**src/rtl/sfd_pkg.sv**
```systemverilog
// Shared definitions for the sample FIFO with DMA requests.
// Assumes: channel counts are carried on a 5-bit field.
package sfd_pkg;
    // Width of the channel-count field and the largest legal count
    localparam int CH_W     = 5;
    localparam int CH_LIMIT = 16;

    // Direction of use selected by the dir_rx pin
    typedef enum logic {
        DIR_TX = 1'b0,
        DIR_RX = 1'b1
    } sfd_dir_e;
endpackage

```
**src/rtl/sfd_store.sv**
```systemverilog
// Word store with wrap-around pointers, occupancy counter and sticky error flags.
// A write while full is dropped; a read while empty loads zero into rd_data.
// Assumes: DEPTH >= 2; DEPTH need not be a power of two.
module sfd_store #(
    parameter int DEPTH = 128,
    parameter int WIDTH = 32,
    localparam int CNT_W = $clog2(DEPTH + 1),
    localparam int PTR_W = $clog2(DEPTH)
) (
    input  logic             clk,
    input  logic             rst_n,
    input  logic             wr_en,
    input  logic [WIDTH-1:0] wr_data,
    input  logic             rd_en,
    output logic [WIDTH-1:0] rd_data,
    output logic [CNT_W-1:0] level,
    output logic             ovf_flag,
    output logic             unf_flag
);
    localparam logic [CNT_W-1:0] FULL_CNT = CNT_W'(DEPTH);
    localparam logic [PTR_W-1:0] LAST_PTR = PTR_W'(DEPTH - 1);

    logic [WIDTH-1:0] mem [DEPTH];
    logic [PTR_W-1:0] wr_ptr;
    logic [PTR_W-1:0] rd_ptr;
    logic             is_full;
    logic             is_empty;
    logic             wr_ok;
    logic             rd_ok;

    // Next pointer value with wrap at the last entry
    function automatic logic [PTR_W-1:0] bump(input logic [PTR_W-1:0] p);
        return (p == LAST_PTR) ? '0 : p + 1'b1;
    endfunction

    // Accept decisions for this cycle
    always_comb begin
        is_full  = (level == FULL_CNT);
        is_empty = (level == '0);
        wr_ok    = wr_en && !is_full;
        rd_ok    = rd_en && !is_empty;
    end

    // Sample storage, no reset needed
    always_ff @(posedge clk) begin
        if (wr_ok) begin
            mem[wr_ptr] <= wr_data;
        end
    end

    // Write and read pointers
    always_ff @(posedge clk) begin
        if (!rst_n) begin
            wr_ptr <= '0;
            rd_ptr <= '0;
        end else begin
            if (wr_ok) wr_ptr <= bump(wr_ptr);
            if (rd_ok) rd_ptr <= bump(rd_ptr);
        end
    end

    // Registered read data, zero on an empty read
    always_ff @(posedge clk) begin
        if (!rst_n) begin
            rd_data <= '0;
        end else if (rd_ok) begin
            rd_data <= mem[rd_ptr];
        end else if (rd_en) begin
            rd_data <= '0;
        end
    end

    // Occupancy counter
    always_ff @(posedge clk) begin
        if (!rst_n) begin
            level <= '0;
        end else begin
            case ({wr_ok, rd_ok})
                2'b10:   level <= level + 1'b1;
                2'b01:   level <= level - 1'b1;
                default: level <= level;
            endcase
        end
    end

    // Sticky error flags
    always_ff @(posedge clk) begin
        if (!rst_n) begin
            ovf_flag <= 1'b0;
            unf_flag <= 1'b0;
        end else begin
            if (wr_en && is_full)  ovf_flag <= 1'b1;
            if (rd_en && is_empty) unf_flag <= 1'b1;
        end
    end
endmodule

```
**src/rtl/sfd_req_gen.sv**
```systemverilog
// DMA request generator: clamps both thresholds to 1..DEPTH and compares the
// selected one with free space (transmit) or occupancy (receive).
// Assumes: level never exceeds DEPTH.
module sfd_req_gen
    import sfd_pkg::*;
#(
    parameter int DEPTH = 128,
    localparam int CNT_W = $clog2(DEPTH + 1)
) (
    input  sfd_dir_e         dir,
    input  logic [CNT_W-1:0] tx_thresh,
    input  logic [CNT_W-1:0] rx_thresh,
    input  logic [CNT_W-1:0] level,
    output logic             dma_req
);
    localparam logic [CNT_W-1:0] FULL_CNT = CNT_W'(DEPTH);

    logic [CNT_W-1:0] thr_raw [2];
    logic [CNT_W-1:0] thr_eff [2];
    logic [CNT_W-1:0] free_cnt;

    assign thr_raw[0] = tx_thresh;
    assign thr_raw[1] = rx_thresh;

    // One clamp per direction
    for (genvar d = 0; d < 2; d++) begin : g_clamp
        // Force the threshold into 1..DEPTH
        always_comb begin
            if (thr_raw[d] == '0) begin
                thr_eff[d] = CNT_W'(1);
            end else if (thr_raw[d] > FULL_CNT) begin
                thr_eff[d] = FULL_CNT;
            end else begin
                thr_eff[d] = thr_raw[d];
            end
        end
    end

    // Compare the selected threshold against free or stored words
    always_comb begin
        free_cnt = FULL_CNT - level;
        if (dir == DIR_RX) begin
            dma_req = (level >= thr_eff[1]);
        end else begin
            dma_req = (free_cnt >= thr_eff[0]);
        end
    end
endmodule

```
**src/rtl/sfd_frame_div.sv**
```systemverilog
// Whole-frame latency: divides the word count by the clamped channel count
// with an unrolled restoring divider; the remainder is discarded.
// Assumes: the divisor after clamping lies in 1..CH_LIMIT.
module sfd_frame_div
    import sfd_pkg::*;
#(
    parameter int NUM_W = 8
) (
    input  logic [NUM_W-1:0] words,
    input  logic [CH_W-1:0]  chan_cnt,
    output logic [NUM_W-1:0] frames
);
    localparam int RW = CH_W + 1;

    logic [CH_W-1:0] den;
    logic [RW-1:0]   rem [NUM_W+1];

    // Clamp the channel count into 1..CH_LIMIT
    always_comb begin
        if (chan_cnt == '0) begin
            den = CH_W'(1);
        end else if (chan_cnt > CH_W'(CH_LIMIT)) begin
            den = CH_W'(CH_LIMIT);
        end else begin
            den = chan_cnt;
        end
    end

    assign rem[0] = '0;

    // One restoring stage per quotient bit, most significant first
    for (genvar i = 0; i < NUM_W; i++) begin : g_stage
        logic [RW-1:0] trial;
        logic          take;
        assign trial = {rem[i][CH_W-1:0], words[NUM_W-1-i]};
        assign take  = (trial >= {1'b0, den});
        assign rem[i+1] = take ? (trial - {1'b0, den}) : trial;
        assign frames[NUM_W-1-i] = take;
    end
endmodule

```
**src/rtl/smpl_fifo_dreq.sv**
```systemverilog
// Top level: sample FIFO with threshold-driven DMA request and frame latency.
// Assumes: one clock domain shared by DMA side and serial-port side.
module smpl_fifo_dreq
    import sfd_pkg::*;
#(
    parameter int DEPTH = 128,
    parameter int WIDTH = 32,
    localparam int CNT_W = $clog2(DEPTH + 1)
) (
    input  logic             clk,
    input  logic             rst_n,
    input  logic             dir_rx,
    input  logic [CNT_W-1:0] tx_thresh,
    input  logic [CNT_W-1:0] rx_thresh,
    input  logic [CH_W-1:0]  chan_cnt,
    input  logic             wr_en,
    input  logic [WIDTH-1:0] wr_data,
    input  logic             rd_en,
    output logic [WIDTH-1:0] rd_data,
    output logic [CNT_W-1:0] level,
    output logic [CNT_W-1:0] frames,
    output logic             dma_req,
    output logic             ovf_flag,
    output logic             unf_flag
);
    sfd_dir_e dir_sel;

    // Map the direction pin onto the enum
    always_comb begin
        dir_sel = dir_rx ? DIR_RX : DIR_TX;
    end

    sfd_store #(.DEPTH(DEPTH), .WIDTH(WIDTH)) store_i (
        .clk      (clk),
        .rst_n    (rst_n),
        .wr_en    (wr_en),
        .wr_data  (wr_data),
        .rd_en    (rd_en),
        .rd_data  (rd_data),
        .level    (level),
        .ovf_flag (ovf_flag),
        .unf_flag (unf_flag)
    );

    sfd_req_gen #(.DEPTH(DEPTH)) req_i (
        .dir       (dir_sel),
        .tx_thresh (tx_thresh),
        .rx_thresh (rx_thresh),
        .level     (level),
        .dma_req   (dma_req)
    );

    sfd_frame_div #(.NUM_W(CNT_W)) div_i (
        .words    (level),
        .chan_cnt (chan_cnt),
        .frames   (frames)
    );
endmodule

```
**config.mk**
```make
export PLATFORM = sky130hd
export DESIGN_NAME = smpl_fifo_dreq
export DESIGN_NICKNAME = d
export VERILOG_FILES = /design/src/rtl/sfd_pkg.sv /design/src/rtl/sfd_store.sv /design/src/rtl/sfd_req_gen.sv /design/src/rtl/sfd_frame_div.sv /design/src/rtl/smpl_fifo_dreq.sv
export SDC_FILE = /design/constraint.sdc
export NUM_CORES = 2
export LEC_CHECK = 0
export ABC_CLOCK_PERIOD_IN_PS = 37700
export BUFFER_PORTS_ARGS = -buffer_cell sky130_fd_sc_hd__buf_2
export CORE_MARGIN = 8
export CORE_UTILIZATION = 50
export CTS_CLUSTER_SIZE = 24
export DETAILED_ROUTE_END_ITERATION = 7
export PLACE_DENSITY = 0.7
export SYNTH_ARGS = -nofsm -noshare
export SYNTH_HDL_FRONTEND = slang
export SYNTH_SLANG_ARGS = --single-unit
```
**constraint.sdc**
```tcl
create_clock -name clk -period 37.7 [get_ports clk]
set_input_delay 11.31 -clock clk [delete_from_list [all_inputs] [get_ports clk]]
set_output_delay 11.31 -clock clk [all_outputs]
set_load 0.03 [all_outputs]
```
==> impl_metrics.json <==
{
  "htree_num_levels": 5,
  "yosys-top-cells-count": "4096 x edfxtp_1, 1344 x mux4_2, 254 x clkbuf_1, 243 x nor2_1",
  "fin_crit_sh": 0.983,
  "postSynthAreaPerCell_um2": 24.4,
  "dp_hpwl_mm": 219,
  "route.vias.total": 74600,
  "status": "completed",
  "critical_path_class": "in2out",
  "fin_crit_ns": 37.07,
  "grt_max_degree": 161,
  "synth.net_count": 6685,
  "worstSetupEndpointType": "output port",
  "cts_buffer_depth": 4,
  "synth_edf_count": 4096,
  "area_growth_pct": 12.5,
  "cp-start-kind": "input pin",
  "fin_skew_ns": 0.0712,
  "synth_top_area_share": 0.768,
  "num-fill-cells": 22200,
  "antenna_found_initial": 49,
  "drive_gt1_frac": 0.330,
  "place.gp.congestion": 0.858,
  "cts_root_buf": "clkbuf_16",
  "multi_input_area_um2": 35500,
  "coreArea_um2": 320000,
  "grt_remaining_overflow": 0,
  "die_area_um2": 339000,
  "peakVddDrop_v": 0.000250,
  "initial_core_util": 0.501,
  "synth_top_cell_by_area": "edfxtp_1",
  "synth-main-ff-cell": "edfxtp_1",
  "final-max-slew-violation-count": 0,
  "synth_cells": 6557,
  "post-route-worst-setup-slack_ns": 0.635,
  "grt_pass1_vias": 74900,
  "io_buffers": 108,
  "crit_top_cell": "a21o_1",
  "drt_iter0_markers": 10900,
  "wl_mm": 401,
  "finalNonFillerCells": 11500,
  "max_slew_margin": 0.246,
  "cts_made_buffers": 403,
  "vias_per_cell": 6.49,
  "crit_arrival_ns": 25.76,
  "leakage_uw": 0.0541,
  "crit_required_ns": 26.39,
  "min_path_type": "reg2reg",
  "dp.cells": 10700,
  "rows": 208,
  "regArea_um2": 124000,
  "crit_fanout": 13,
  "final_antenna_net_count": 0,
  "ys_warn_count": 0,
  "die_w_um": 582,
  "drcViolationCount": 0,
  "drt_first_pass_iters": 6,
  "die_h_um": 582,
  "fmax_ghz": 0.0270,
  "max_cap_viol_count": 0,
  "cts_setup_buffers": 0,
  "slowest_delay_ns": 0.48,
  "synthArstFlopShare": 0,
  "clk_latency_ns": 0.93,
  "total_power_uw": 12400,
  "ios": 109,
  "layout.nets": 7079,
  "synth.ff_latch_count": 4159,
  "slowest_stage": "fa_1",
  "cts_tree": "done",
  "hold_viol": 0,
  "timing_worst_slew_pin_value_ns": 1.13,
  "netlist_area_um2": 160000,
  "synthTopCellsByArea": "edfxtp_1 77%, mux4_2 19%, dfxtp_1 0.79%, clkbuf_1 0.60%, nor2_1 0.57%",
  "path_clk_slew_ns": 0.06,
  "seq_area_frac_synth": 0.776,
  "grt_pass1_wl_mm": 563,
  "setup_viol": 0,
  "wl_per_cell_um": 34.9,
  "cts.sink_count": 4159,
  "yosysUniqueCellTypes": 61,
  "pre_cts_ws_ns": 0.489,
  "p_per_area_nw_per_um2": 68.9,
  "grt.total_usage": 0.232,
  "cts_resized": 0,
  "holdBufCountCts": 0,
  "synth.most_common_cell": "edfxtp_1"
}
worst max-delay path: cells and delay by family:
kind | cells | cell delay, ns
adder cells (fa/ha/maj) | 9 | 3.25
AO/OA/AOI/OAI | 26 | 5.46
multiplexers | 4 | 1.30
AND/OR/NAND/NOR | 16 | 3.17
buffers and inverters | 9 | 1.23
worst paths after layout:
check / startpoint / to / slack (ns) / cells past startpoint
worst max-delay path: chan_cnt[3] / frames[0] / 0.63 / 64
worst min-delay path: store_i.rd_data[2]$_SDFFE_PN0P_ / store_i.rd_data[2]$_SDFFE_PN0P_ / 0.48 / 2
worst max register to register: register / store_i.rd_data[11]$_SDFFE_PN0P_ / 30.28 / 12
worst min register to register: store_i.rd_data[2]$_SDFFE_PN0P_ / store_i.rd_data[2]$_SDFFE_PN0P_ / 0.48 / 2
state kept, by name, summed over array words and instances (netlist names), named ones only:
name	cells
store_i.rd_ptr	7
store_i.rd_data	32
store_i.mem	4096
store_i.ovf_flag	1
store_i.level	8
store_i.unf_flag	1
store_i.wr_ptr	7
layout make-up:
cell class,instances,area share
antenna,13,0.000180
clock buffer,508,0.0598
clock inverter,223,0.0103
inverter,39,0.000826
multi-input combinational,2022,0.197
sequential,4159,0.689
tap,4200,0.0291
timing repair buffer,326,0.0132
routing by layer:
metal	up-vias	wire, um	GRT usage
li1	29200	-	-
met1	40500	153000	0.327
met2	4287	194000	0.373
met3	609	39100	0.0415
met4	14	14600	0.0766
met5	-	94	0
kinds of logic after synthesis:
group           count (synthesis)  synth area share
flops                        4159             0.776
mux                          1387             0.192
simple gates                  382            0.0103
buf+inv                       376           0.00901
compound gates                149           0.00572
fa+ha+maj                      70           0.00580
xor+xnor                       34           0.00186
placed cells by master, fill, tap and decap left out, drive strengths merged, types with 12 or more instances in the layout:
| cell type | Yosys | layout |
|---|---|---|
| edfxtp | 4096 | 4096 |
| mux4 | 1344 | 1344 |
| clkbuf | 254 | 508 |
| buf | 83 | 326 |
| nor2 | 243 | 243 |
| clkinv | 2 | 176 |
| a21oi | 75 | 75 |
| ha | 63 | 63 |
| dfxtp | 63 | 63 |
| nand2 | 59 | 59 |
| inv | 37 | 57 |
| mux2i | 38 | 38 |
| a21o | 30 | 30 |
| xnor2 | 22 | 22 |
| bufinv | 0 | 21 |
| nor3 | 18 | 18 |
| o21ai | 18 | 18 |
| diode | 0 | 13 |
| nor2b | 13 | 13 |
| xor2 | 12 | 12 |
| nand3 | 12 | 12 |
through the flow:
stage	TNS [ns]	hold WS (ns)	util	cell area (um2)
after floorplan	0	0.458	-	160000
after global placement	0	0.464	0.524	168000
after detailed placement	0	0.472	0.524	168000
after CTS	0	0.487	0.563	180000
after global routing	-0.0119	0.522	0.564	180000
final	0	0.478	0.564	180000
power by group:
group | internal (uW) | switching (uW) | leakage, uW
combinational | 1510 | 1890 | 0.0105
clock | 2170 | 1700 | 0.00621
sequential | 5110 | 37.8 | 0.0373
No activity file was read; power rests on OpenSTA's default activity.
